## config.mk

```make
export PLATFORM = sky130hd
export DESIGN_NAME = tmrb_top
export DESIGN_NICKNAME = d
export VERILOG_FILES = /design/src/rtl/tmrb_pkg.sv /design/src/rtl/tmrb_ctrl.sv /design/src/rtl/tmrb_datapath.sv /design/src/rtl/tmrb_top.sv
export SDC_FILE = /design/constraint.sdc
export NUM_CORES = 1
export LEC_CHECK = 0
export ABC_AREA = 1
export ABC_CLOCK_PERIOD_IN_PS = 6100
export CAP_MARGIN = 10
export CORE_MARGIN = 2
export CORE_UTILIZATION = 60
export DETAILED_ROUTE_END_ITERATION = 16
export PLACE_DENSITY = 0.85
export SLEW_MARGIN = 20
export SYNTH_ARGS = -nofsm -noshare
export SYNTH_HDL_FRONTEND = slang
export SYNTH_SLANG_ARGS = --single-unit
```

## constraint.sdc

```tcl
create_clock -name clk -period 6.1 [get_ports clk]
set_clock_uncertainty 0.05 [all_clocks]
set_input_delay 0.61 -clock clk [delete_from_list [all_inputs] [get_ports clk]]
set_output_delay 0.61 -clock clk [all_outputs]
set_load 0.01 [all_outputs]
```

## src/rtl/tmrb_pkg.sv

```systemverilog
package tmrb_pkg;
  typedef struct packed {
    logic enActive;
    logic cntTick;
  } tmrbStrobe_t;
endpackage

```

## src/rtl/tmrb_ctrl.sv

```systemverilog
module tmrb_ctrl
  import tmrb_pkg::*;
#(
  parameter int DIV_W  = 16,
  parameter int TRIG_N = 4,
  parameter int SEL_W  = 3
) (
  input  logic              clk,
  input  logic              rstN,
  input  logic              enWrEn,
  input  logic              enWrData,
  input  logic              extMode,
  input  logic [SEL_W-1:0]  trigSel,
  input  logic [TRIG_N-1:0] trigIn,
  input  logic [DIV_W-1:0]  divActive,
  input  logic              ovfEvt,
  output tmrbStrobe_t       strb
);
  logic             enReg;
  logic             enActive;
  logic             trigPrev;
  logic             trigSelected;
  logic             srcTick;
  logic             presHit;
  logic [DIV_W-1:0] presCnt;
  logic [TRIG_N-1:0] selHot;

  // one-hot decode of the selector; codes past TRIG_N-1 give no line
  for (genvar g = 0; g < TRIG_N; g++) begin : gSel
    assign selHot[g] = (trigSel == SEL_W'(g));
  end

  assign trigSelected = |(selHot & trigIn);
  assign srcTick      = extMode ? (trigSelected & ~trigPrev) : 1'b1;
  assign presHit      = (presCnt == divActive);

  always_ff @(posedge clk or negedge rstN) begin
    if (!rstN) begin
      enReg    <= 1'b0;
      enActive <= 1'b0;
      trigPrev <= 1'b0;
    end else begin
      if (enWrEn) enReg <= enWrData;
      enActive <= enReg;
      trigPrev <= trigSelected;
    end
  end

  always_ff @(posedge clk or negedge rstN) begin
    if (!rstN) begin
      presCnt <= '0;
    end else if (!enActive || ovfEvt) begin
      presCnt <= '0;
    end else if (srcTick) begin
      presCnt <= presHit ? '0 : presCnt + 1'b1;
    end
  end

  always_comb begin
    strb.enActive = enActive;
    strb.cntTick  = enActive & srcTick & presHit;
  end

  // prescaler phase never runs past the divisor in use
  assert_pres_bound_R2: assert property (@(posedge clk) disable iff (!rstN)
    presCnt <= divActive);
  // an out-of-range select code produces no tick in external mode
  assert_no_source_R7: assert property (@(posedge clk) disable iff (!rstN)
    (extMode && (int'(trigSel) >= TRIG_N)) |-> !strb.cntTick);
  // enable written to 1 is seen by counting exactly one cycle later
  assert_en_delay_R6: assert property (@(posedge clk) disable iff (!rstN)
    (enWrEn && enWrData) |=> ##1 strb.enActive);
  // disabled timer keeps the prescaler phase at zero
  assert_pres_idle_R9: assert property (@(posedge clk) disable iff (!rstN)
    !strb.enActive |=> (presCnt == '0));
endmodule

```

## src/rtl/tmrb_datapath.sv

```systemverilog
module tmrb_datapath
  import tmrb_pkg::*;
#(
  parameter int CNT_W = 16,
  parameter int DIV_W = 16
) (
  input  logic             clk,
  input  logic             rstN,
  input  tmrbStrobe_t      strb,
  input  logic             divWrEn,
  input  logic [DIV_W-1:0] divWrData,
  input  logic             perWrEn,
  input  logic [CNT_W-1:0] perWrData,
  input  logic             perBufWrEn,
  input  logic             perBufWrData,
  input  logic             ovfEvtWrEn,
  input  logic             ovfEvtWrData,
  input  logic             flagClr,
  output logic [CNT_W-1:0] count,
  output logic             ovfFlag,
  output logic [DIV_W-1:0] divActive,
  output logic             ovfEvt
);
  logic [DIV_W-1:0] divPre;
  logic [CNT_W-1:0] perPre;
  logic [CNT_W-1:0] perShadow;
  logic             perBufEn;
  logic             ovfEvtEn;
  logic             wrap;

  assign wrap   = strb.cntTick && (count >= perShadow);
  assign ovfEvt = wrap && ovfEvtEn;

  always_ff @(posedge clk or negedge rstN) begin
    if (!rstN) begin
      divPre   <= '0;
      perPre   <= '1;
      perBufEn <= 1'b0;
      ovfEvtEn <= 1'b1;
    end else begin
      if (divWrEn)    divPre   <= divWrData;
      if (perWrEn)    perPre   <= perWrData;
      if (perBufWrEn) perBufEn <= perBufWrData;
      if (ovfEvtWrEn) ovfEvtEn <= ovfEvtWrData;
    end
  end

  always_ff @(posedge clk or negedge rstN) begin
    if (!rstN) begin
      divActive <= '0;
      perShadow <= '1;
    end else begin
      if (ovfEvt) divActive <= divPre;
      if (perWrEn && !perBufEn) perShadow <= perWrData;
      else if (ovfEvt)          perShadow <= perPre;
    end
  end

  always_ff @(posedge clk or negedge rstN) begin
    if (!rstN) begin
      count <= '0;
    end else if (strb.cntTick) begin
      count <= wrap ? '0 : count + 1'b1;
    end
  end

  always_ff @(posedge clk or negedge rstN) begin
    if (!rstN)        ovfFlag <= 1'b0;
    else if (ovfEvt)  ovfFlag <= 1'b1;
    else if (flagClr) ovfFlag <= 1'b0;
  end

  // a step at or above the period returns the counter to zero
  assert_wrap_R1: assert property (@(posedge clk) disable iff (!rstN)
    (strb.cntTick && count >= perShadow) |=> (count == '0));
  // divisor in use changes only on an overflow event
  assert_div_hold_R3: assert property (@(posedge clk) disable iff (!rstN)
    !ovfEvt |=> $stable(divActive));
  // the flag rises only after an enabled overflow event
  assert_flag_src_R5: assert property (@(posedge clk) disable iff (!rstN)
    $rose(ovfFlag) |-> $past(ovfEvt));
  // flag stays set without a clear
  assert_flag_sticky_R8: assert property (@(posedge clk) disable iff (!rstN)
    (ovfFlag && !flagClr) |=> ovfFlag);
  // no count step means the counter holds
  assert_hold_R9: assert property (@(posedge clk) disable iff (!rstN)
    !strb.cntTick |=> $stable(count));
endmodule

```

## src/rtl/tmrb_top.sv

```systemverilog
module tmrb_top
  import tmrb_pkg::*;
#(
  parameter int CNT_W  = 16,
  parameter int DIV_W  = 16,
  parameter int TRIG_N = 4,
  parameter int SEL_W  = 3
) (
  input  logic              clk,
  input  logic              rstN,
  input  logic              enWrEn,
  input  logic              enWrData,
  input  logic              divWrEn,
  input  logic [DIV_W-1:0]  divWrData,
  input  logic              perWrEn,
  input  logic [CNT_W-1:0]  perWrData,
  input  logic              perBufWrEn,
  input  logic              perBufWrData,
  input  logic              ovfEvtWrEn,
  input  logic              ovfEvtWrData,
  input  logic              extMode,
  input  logic [SEL_W-1:0]  trigSel,
  input  logic [TRIG_N-1:0] trigIn,
  input  logic              flagClr,
  output logic [CNT_W-1:0]  count,
  output logic              ovfFlag
);
  tmrbStrobe_t      strb;
  logic [DIV_W-1:0] divActive;
  logic             ovfEvt;

  tmrb_ctrl #(.DIV_W(DIV_W), .TRIG_N(TRIG_N), .SEL_W(SEL_W)) uCtrl (
    .clk       (clk),
    .rstN      (rstN),
    .enWrEn    (enWrEn),
    .enWrData  (enWrData),
    .extMode   (extMode),
    .trigSel   (trigSel),
    .trigIn    (trigIn),
    .divActive (divActive),
    .ovfEvt    (ovfEvt),
    .strb      (strb)
  );

  tmrb_datapath #(.CNT_W(CNT_W), .DIV_W(DIV_W)) uData (
    .clk          (clk),
    .rstN         (rstN),
    .strb         (strb),
    .divWrEn      (divWrEn),
    .divWrData    (divWrData),
    .perWrEn      (perWrEn),
    .perWrData    (perWrData),
    .perBufWrEn   (perBufWrEn),
    .perBufWrData (perBufWrData),
    .ovfEvtWrEn   (ovfEvtWrEn),
    .ovfEvtWrData (ovfEvtWrData),
    .flagClr      (flagClr),
    .count        (count),
    .ovfFlag      (ovfFlag),
    .divActive    (divActive),
    .ovfEvt       (ovfEvt)
  );
endmodule

```

---- Yosys cells after proc, flatten, opt, wreduce, memory -nomap -nowiden ----
Cells that the tools add are included.
Widths: inputs -> output; s select.
storage, ports and cells
  bits in registers ....................... 102
  bits of input ports ..................... 51
  output and inout port bits .............. 17
  logic and storage cells ................. 44
operators by class
  add/sub/neg operators ................... 2
  magnitude comparators ................... 1
  eq/ne operators ......................... 4
  mux-type cells .......................... 9
  bitwise logic cells ..................... 5
  reduce and logical (&&, ||, !) cells .... 11
operators by type and width
  operator               number
  $mux 16                6
  $add 16x1->16 const B  2
  $eq 16x16->1           1
  $ge 16x16->1           1
  $eq 3x2->1 const B     2
  $reduce_bool 2->1      3
  $and 4x4->4            1
  $reduce_or 4->1        1
  $and 1x1->1            3
  $eq 3x1->1 const B     1
  $logic_and 1x1->1      3
  $logic_not 3->1        1
  $mux 1                 3
  $logic_not 1->1        2
  $logic_or 1x1->1       1
  $not 1->1              1

---- Logic depth before layout (Yosys ltp) ----
Gate-level depths: netlist of run 1.
  depth after elaboration ................. 11
  gate-level depth with buffers ........... 15
  mapped depth without buffers ............ 14

---- Modules after synthesis ----
Synthesis of run 1 repeated with hierarchy kept, for this count alone.
second synthesis, totals
  cell total of the unflattened synthesis .. 676
  area total of the unflattened synthesis .. 5551.6 um^2
by module, submodules not included
  module         times used  cells each  area each (um^2)  seq. area each (um^2)
  tmrb_datapath  1           420         4003.8            2118.3
  tmrb_ctrl      1           256         1547.7            475.5

---- Worst setup path before layout of run 1 ----
Ideal clock, no wire load.
  path type ............................... register to register
  from .................................... register uData.perShadow[3]
  to ...................................... register uData.divActive[4]
  library setup time ...................... 76 ps
  data arrival time ....................... 1805 ps
  required time ........................... 5974 ps
  path slack .............................. 4169 ps
  stages on the path, launching flop included .. 15
  buffers on the path ..................... 1
  period minus slack after synthesis ...... 1931 ps
  path through ............................ dfstp_2 > inv_1 > ha_1 > nand2_1 > nor2_1 > nor2_1 > nand2_1 > nand2_1 > nand2_1 > nand2_1 > nand2_1 > nand3_2 > clkbuf_1 > nand2_1 > o21ai_1
on the way
  word-level cells in the longest chain between the ends .. 3
ends and longest elaborated chain
  item                      line                 source
  start: declaration        tmrb_datapath.sv:26  logic [CNT_W-1:0] perShadow;
  start signal: assignment  tmrb_datapath.sv:54  if (perWrEn && !perBufEn) perShadow <= perWrData;
  start signal: assignment  tmrb_datapath.sv:55  else if (ovfEvt) perShadow <= perPre;
  $ge 16x16->1              tmrb_datapath.sv:31  assign wrap = strb.cntTick && (count >= perShadow);
  $logic_and 1x1->1         tmrb_datapath.sv:31
  $logic_and 1x1->1         tmrb_datapath.sv:32  assign ovfEvt = wrap && ovfEvtEn;
  end signal: assignment    tmrb_datapath.sv:53  if (ovfEvt) divActive <= divPre;
  end: declaration          tmrb_datapath.sv:21  output logic [DIV_W-1:0] divActive,
Every way passes these cells.
A chain may end at the register's enable or synchronous reset.

---- Final worst setup path of run 1 ----
  from .................................... input port perWrEn
  to ...................................... register uData.perShadow[0]
on the way
  word-level cells in the longest chain between the ends .. 2
  elaborated cells on any way between the ends .. 3
  those cells by class .................... 1 x mux; 2 x reduce/logical
ends and longest elaborated chain
  item                                                 line                 source
  start: declaration                                   tmrb_top.sv:15       input logic perWrEn,
  $logic_and 1x1->1 *                                  tmrb_datapath.sv:54
  $mux 16 / $reduce_bool 2->1 (equally long branches)  n/a
Mark *: on every way between the ends. The rest lies on a longest branch, timed or not.

==> impl_metrics.ini, run 1 <==
[power]
total_power_uw = 1990
peakVddDrop_mv = 0.155
powerDensity_nw_per_um2 = 313
p_leak_uw = 0.00304

[sta]
finalMaxSlewViolations = 0
min_period_ns = 3.17
tightest_slew_ns = 1.05
rsz0062_at_grt = false
post-route-period-util_pct = 52.0
relSlewSlack_pct = 29.6
hold_violations = 0
fin_setup_tns_ns = 0
fmax_ghz = 0.315
holdWs_ns = 0.0934
setup_viol = 0

[floorplan]
die_y_um = 99.3
io_pins = 68
start_util_pct = 62.2
core-area_um2 = 8760
die_area_um2 = 9860
fp.dieW_um = 99.3
rows = 34

[placement]
port_buffers = 67
dpl.hpwl_mm = 8.26
gp_congestion = 0.910
placed_cells = 864

[setup_path]
cp-start-kind = input port
arrival_ns = 3.43
crit_fanout = 33
regToRegSetupSlack_ns = 3.51
cp.required_ns = 6.36
crit_type = in -> reg
critPathCaptureType = flip-flop

[cells_and_area]
drive_above_1_share_pct = 8.55
syn_to_final_growth_pct = 16.4
fin_util_pct = 72.3
fill_cells = 687
final_nets = 836
stdcell_count = 880
insertedDiodeCount = 0

[job]
drv_cap = 0

[synth]
async_flop_share_pct = 100
synth_common_cells = nand2_1 (223), inv_1 (106), dfrtp_1 (69)
synth_cells = 710
synth_area_per_cell_um2 = 7.67
yosysMostFrequentCell = nand2_1
synth_ff_type = dfrtp_1
synth_edf_count = 0
synth_nets = 779
yosysTopAreaCell = dfrtp_1
yosys.cell_types.count = 29
yosysWarnings = 0
synth_top_area_share_pct = 31.7
synthesis.area_um2 = 5450
synth.ff_latch_count = 102
seq_area_frac_synth_pct = 47.6
synth_area_leaders = dfrtp_1 (32%), dfstp_2 (16%), nand2_1 (15%), inv_1 (7.3%), o21ai_0 (5.3%)

[clock_tree]
cts_sinks = 102
clock_latency_ns = 0.37
cts_setup_buffers = 0
cts_buffer_depth = 2
hold_buffers = 0
cts_inserted_buffers = 9
clk_pin_slew_ns = 0.11
ctsResizeCount = 0
cts_root_buf = clkbuf_8
ctsHtreeMaxLevel = 3
cts_tree = yes

[global_routing]
overflow = 0
grt_pass1_vias = 4420
grt_max_degree = 74
grt_pass1_wl_mm = 19.5
grtUsageTotal_pct = 24.5
antenna_found_initial = 0

[status]
status = finished clean

[detailed_routing]
first_pass_iters = 5
dr_total_vias = 4596
antenna_left = 0
drt_iter0_drc = 223
viasPerCell = 5.22
drc = 0
wl_per_cell_um = 12.6
routed_wl_mm = 11.1

[min_path]
hp-class = in -> async
[cell type report]
class | instances | area [um^2] | area share, %
clock inverter | 7 | 67.6 | 1.07
timing repair buffer | 70 | 691 | 10.9
clock buffer | 9 | 124 | 1.95
inverter | 113 | 424 | 6.69
multi-input combinational | 471 | 2300 | 36.3
tap | 108 | 135 | 2.13
sequential | 102 | 2590 | 40.9
[registers in the layout (all words and copies together) (netlist names)]
name	cells
uData.ovfFlag	1
uData.perBufEn	1
uCtrl.enActive	1
uData.perShadow	16
uData.divPre	16
uData.perPre	16
uCtrl.trigPrev	1
uData.ovfEvtEn	1
uCtrl.enReg	1
uData.count	16
uCtrl.presCnt	16
uData.divActive	16
[where the power goes]
group | switching [uW] | internal [uW] | total (uW) | leakage, uW
registers | 125 | 819 | 944 | 0.00124
logic | 341 | 286 | 627 | 0.00170
clock network | 256 | 159 | 415 | 0.0000989
[cells by family after synthesis]
family | after synthesis | synth area share (%)
flops | 102 | 47.6
fa+ha+maj | 18 | 4.14
buf+inv | 137 | 10.1
xor+xnor | 18 | 2.89
compound gates | 96 | 8.96
mux | 2 | 0.413
simple gates | 337 | 25.9
[metrics by stage]
step,worst slack (ns),instance area [um^2]
floorplan,4.17,5450
global placement,2.71,6150
detailed placement,2.57,6150
CTS,2.97,6340
global route,2.55,6340
finish,2.93,6340
[worst max-delay path, cell delays in order]
cell and delay [ns]:
clkdlybuf4s50_1 1.09, nand2_1 0.61, inv_1 0.75, nand2_1 0.09, o21ai_0 0.10, nand2_1 0.09, nand2_1 0.08
[placed cells by master (no fill, tap or decap), types with 7 or more instances in the layout]
| cell type | Yosys | routed |
|---|---|---|
| nand2_1 | 223 | 223 |
| inv_1 | 106 | 106 |
| dfrtp_1 | 69 | 69 |
| clkdlybuf4s50_1 | 0 | 66 |
| o21ai_0 | 58 | 58 |
| nor2_1 | 41 | 41 |
| nand3_1 | 37 | 37 |
| dfstp_2 | 33 | 33 |
| o21ai_1 | 25 | 25 |
| xor2_1 | 18 | 18 |
| ha_1 | 18 | 18 |
| nand4_1 | 11 | 11 |
| nor3_1 | 10 | 10 |
| a21oi_1 | 10 | 10 |
| clkbuf_8 | 0 | 9 |
| nand3b_1 | 8 | 8 |
| inv_2 | 7 | 7 |
[path summary, 6_finish.rpt]
| path | start | to | cells after the start |
|---|---|---|---|
| setup / recovery | perWrEn | uData.perShadow[0] | 7 |
| hold / removal | rstN | uCtrl.presCnt[7] | 1 |
| setup reg to reg | uData.perShadow[15] | uData.perShadow[0] | 11 |
| hold reg to reg | uCtrl.enReg | uCtrl.enActive | 0 |
| max in group asynchronous | rstN | uData.perBufEn | 2 |
| min in group clk | uCtrl.enReg | uCtrl.enActive | 0 |
[layer usage]
metal / share of wire (%) / global-route usage (%) / wire, um
met3: 5.4 / 5.06 / 598
met2: 46 / 39.5 / 5130
met4: 1.2 / 7.80 / 133
met1: 47 / 33.5 / 5210
met5: 0 / 0 / 0
No activity file was read; power rests on OpenSTA's default activity.
==> run 2: changes to the inputs <==
- ABC_CLOCK_PERIOD_IN_PS: 6100 -> 3300
- CORE_UTILIZATION: 60 -> 56
- PLACE_DENSITY: 0.85 -> 0.8
- clock period: 6.1 -> 3.3 ns (I/O delays scaled with it)
==> impl_metrics.ini, run 2 (same netlist as run 1, synthesis figures left out) <==
[status]
status = finished clean

[power]
powerDensity_nw_per_um2 = 569
p_leak_uw = 0.00305
peakVddDrop_mv = 0.257

[sta]
relSlewSlack_pct = 46.1
hold_violations = 0
finalMaxSlewViolations = 0
setup_viol = 0
fin_setup_tns_ns = 0
min_period_ns = 2.57
tightest_slew_ns = 0.806
post-route-period-util_pct = 77.9
fmax_ghz = 0.389
rsz0062_at_grt = false

[clock_tree]
ctsResizeCount = 0
cts_setup_buffers = 0
cts_sinks = 102
ctsHtreeMaxLevel = 3
clock_latency_ns = 0.37
cts_root_buf = clkbuf_8
cts_buffer_depth = 2
cts_tree = yes
cts_inserted_buffers = 9
clk_pin_slew_ns = 0.10

[setup_path]
cp-start-kind = flip-flop
critPathCaptureType = flip-flop
cp_slowest_stage_delay_ns = 0.54
arrival_ns = 2.83
cpMostUsedCell = nand2_1
crit_type = reg -> reg
cp.required_ns = 3.56
crit_chain = inv_1 -> ha_1 -> nand2_1 -> nor2_1 -> nor2_1 -> nand2_1 -> nand2_1 -> nand2_1 -> nand2_1 -> nand2_1 -> nand3_2 -> nand2_2 -> nand2_1 -> nand2_1
critPathSlowestCell = dfstp_2
crit_fanout = 21

[detailed_routing]
drt_iter0_drc = 206
routed_wl_mm = 11.0
first_pass_iters = 6
drc = 0
antenna_left = 0
viasPerCell = 4.96
dr_total_vias = 4493
wl_per_cell_um = 12.1

[job]
drv_cap = 0

[cells_and_area]
syn_to_final_growth_pct = 17.8
final-seq-area_um2 = 2590
fin_area_um2 = 6410
drive_above_1_share_pct = 8.76
fill_cells = 786
multiInputGateArea_um2 = 2300
final_cell_mix = nand2_1 (223), inv_1 (106), dfrtp_1 (69), clkdlybuf4s50_1 (66), o21ai_0 (58)
final_common_cell = nand2_1
final_nets = 840
insertedDiodeCount = 0

[floorplan]
die_area_um2 = 10500
start_util_pct = 58.4
core-area_um2 = 9330
rows = 35
die_y_um = 103
io_pins = 68
fp.dieW_um = 103

[global_routing]
antenna_found_initial = 0
grtUsageTotal_pct = 22.5
grt_pass1_wl_mm = 18.6
grt_max_degree = 66
overflow = 0
grt_pass1_vias = 4055

[placement]
port_buffers = 67
dpl-instance-area_um2 = 6220
gp_congestion = 0.903
dpl.hpwl_mm = 8.15

[min_path]
hp-class = reg -> reg
run 2: changes by cell type in the layout (fill, tap and decap cells not counted), sizes merged:
cell and delta:
clkinvlp +3, clkinv -4, buf +3, inv -1, clkbuf +2, dlygate4sd3 +1
run 2: worst paths after layout:
check,to,slack (ns),depth (start not counted),start
setup / recovery,uData.perShadow[7],0.73,14,uData.perShadow[3]
hold / removal,uCtrl.enActive,0.35,0,uCtrl.enReg
setup reg to reg,uData.perShadow[7],0.73,14,uData.perShadow[3]
hold reg to reg,uCtrl.enActive,0.35,0,uCtrl.enReg
max in group asynchronous,uData.perPre[4],2.04,3,rstN
min in group asynchronous,uCtrl.presCnt[2],0.41,2,rstN
run 2: what timing repair did:
item,4_1_cts,5_1_grt
hold buffers,1,0
endpoints found under the setup margin,0,0
hold endpoints to repair,36,0
run 2: critical path: cells and delay by family (launching register included):
kind	cells	cell delay, ns
adder cells (fa/ha/maj)	1	0.28
buffers and inverters	1	0.05
AND/OR/NAND/NOR	12	1.59
flip-flops	1	0.54
run 2: cell type report:
class                      count  share of cell area, %
clock buffer                  11                   2.20
clock inverter                 5                  0.663
inverter                     113                   6.61
multi-input combinational    471                   35.9
sequential                   102                   40.4
tap                          129                   2.52
timing repair buffer          74                   11.7
run 2: power breakdown:
part,total [uW],switching [uW],internal (uW)
Clock,749,446,303
Combinational,1160,628,535
Sequential,1740,225,1510
Total,3650,1300,2350
run 2: per-stage QoR:
stage | cells | utilization [%] | total power, uW | worst slack (ns) | hold WS (ns)
4_1_cts | 905 | 68.8 | 3680 | 0.724 | 0.353
6_report | 905 | 68.8 | 3650 | 0.730 | 0.351
2_1_floorplan | 710 | - | 2460 | 1.37 | -0.0156
3_3_place_gp | 888 | 66.7 | 2850 | 0.610 | 0.279
3_5_place_dp | 888 | 66.7 | 2920 | 0.500 | 0.283
5_1_grt | 905 | 68.8 | 3940 | 0.453 | 0.376
run 2: routing by layer:
layer	vias up	wire, um	GRT usage [%]	part of all wire [%]
li1	2337	-	-	-
met1	2036	5300	33.1	48
met2	103	5060	34.4	46
met3	17	416	2.85	3.8
met4	0	190	8.51	1.7
met5	-	0	0	0
==> run 3: changes to the inputs <==
- ABC_CLOCK_PERIOD_IN_PS: 3300 -> 2210
- CORE_UTILIZATION: 56 -> 51
- PLACE_DENSITY: 0.8 -> 0.77
- clock period: 3.3 -> 2.21 ns (I/O delays scaled with it)
==> impl_metrics.ini, run 3 (same netlist as run 1, synthesis figures left out) <==
[floorplan]
core-area_um2 = 10400
fp.dieW_um = 107
io_pins = 68
start_util_pct = 52.5
die_y_um = 107
rows = 37
die_area_um2 = 11500

[cells_and_area]
drive_above_1_share_pct = 11.7
final_nets = 857
syn_to_final_growth_pct = 21.5
insertedDiodeCount = 0
final_cell_mix = nand2_1 (221), inv_1 (104), dfrtp_1 (69), clkdlybuf4s50_1 (66), o21ai_0 (58)
final_common_cell = nand2_1

[sta]
hold_violations = 0
min_period_ns = 2.05
fin_setup_tns_ns = 0
fmax_ghz = 0.487
post-route-period-util_pct = 92.9
relSlewSlack_pct = 64.9
tightest_slew_ns = 0.527
setup_ws_ns = 0.156
setup_viol = 0
finalMaxSlewViolations = 0

[clock_tree]
cts_buffer_depth = 2
cts_root_buf = clkbuf_8
clk_pin_slew_ns = 0.10
ctsHtreeMaxLevel = 3
cts_sinks = 102
cts_tree = yes
cts_inserted_buffers = 9
clock_latency_ns = 0.39

[setup_path]
crit_chain = inv_1 -> ha_1 -> nand2_1 -> o21bai_1 -> a21oi_1 -> nor2_1 -> nand2_2 -> nand3_4 -> buf_12 -> nand2_1 -> o21ai_1
cp_slowest_stage_delay_ns = 0.54
critPathCaptureType = flip-flop
reg2reg_from = uData.perShadow[11]
arrival_ns = 2.28
reg2reg_depth = 11
cp.required_ns = 2.44
cp-start-kind = flip-flop
crit_type = reg -> reg
critPathSlowestCell = dfstp_2
regToRegSetupSlack_ns = 0.16
timing.rr.end = uData.divActive[8]
crit_fanout = 26
cpMostUsedCell = nand2_1

[power]
peakVddDrop_mv = 0.595
p_leak_uw = 0.00316
powerDensity_nw_per_um2 = 857

[detailed_routing]
wl_per_cell_um = 12.6
dr_total_vias = 4613
routed_wl_mm = 11.7
antenna_left = 0
drt_iter0_drc = 298
drc = 0
first_pass_iters = 5
viasPerCell = 4.97

[global_routing]
antenna_found_initial = 0
busiest_layer = met2
grtUsageTotal_pct = 22.1
grt_pass1_vias = 4462
overflow = 0
met3_usage_pct = 5.81
grt_max_degree = 42
gr-usage-met2_pct = 35.2
globalRouteMet1Util_pct = 29.5
grt_pass1_wl_mm = 20.1

[placement]
port_buffers = 67
dp_slack_ns = 0.0707
gp_congestion = 0.851
dpl.hpwl_mm = 8.83

[status]
status = finished clean

[min_path]
hp-class = in -> async

[job]
drv_cap = 0
[run 3: changes by cell type in the layout (fill, tap and decap cells not counted), sizes merged]
cell and delta:
inv +1, clkinv +3, clkbuf -2, clkinvlp -2
buf +17
[run 3: through the flow]
stage / hold slack (ns) / power, uW / instance area [um^2] / utilization [%] / instances
final: 0.292 / 5670 / 6620 / 63.8 / 929
after CTS: 0.288 / 5660 / 6550 / 63.1 / 929
after floorplan: -0.125 / 3680 / 5450 / - / 710
after detailed placement: 0.179 / 4510 / 6360 / 61.3 / 912
after global placement: 0.174 / 4400 / 6360 / 61.3 / 912
after global routing: 0.306 / 6150 / 6620 / 63.8 / 929
[run 3: power by group]
| part | switching, uW | internal [uW] |
|---|---|---|
| clock network | 694 | 424 |
| registers | 282 | 2260 |
| logic | 1080 | 933 |
| total | 2060 | 3620 |
[run 3: area by class of cell]
cell class | count | area (um^2)
Clock inverter | 7 | 55.1
Tap cell | 136 | 170
Sequential cell | 102 | 2590
Timing Repair Buffer | 91 | 900
Multi-Input combinational cell | 471 | 2350
Fill cell | 880 | 3750
Clock buffer | 9 | 124
Inverter | 113 | 424
[run 3: worst max-delay path, delay by kind of cell (launching register included)]
family	cells	cell delay, ns
DFF	1	0.54
and+or+nand+nor	5	0.50
AOI/OAI and AO/OA	3	0.35
adders and majority gates	1	0.28
buffers and inverters	2	0.23
[run 3: what timing repair did]
action / 4_1_cts / 5_1_grt
buffers inserted: 0 / 0
hold endpoints to repair: 20 / 0
resized for setup: 0 / 16
hold buffers: 1 / 0
setup endpoints to repair: 0 / 35
[run 3: per-layer routing]
metal / share of wire (%) / wire, um / vias to the layer above
met1: 48 / 5600 / 2142
met5: 0 / 0 / -
li1: - / - / 2369
met4: 1.1 / 134 / 0
met3: 4.6 / 543 / 12
met2: 47 / 5460 / 90
[run 3: how the worst max path moves through the flow]
stage / startpoint / endpoint / cells past startpoint / slack [ns]
2_1_floorplan: uData.perShadow[3] / uData.divActive[4] / 14 / 0.28
6_report: uData.perShadow[11] / uData.divActive[8] / 11 / 0.16
4_1_cts: uData.perShadow[3] / uData.divActive[8] / 14 / 0.05
5_1_grt: uData.perShadow[1] / uData.divActive[8] / 14 / -0.009
3_5_place_dp: trigSel[1] / uData.count[12] / 12 / 0.07
3_3_place_gp: trigSel[1] / uData.count[12] / 11 / 0.13
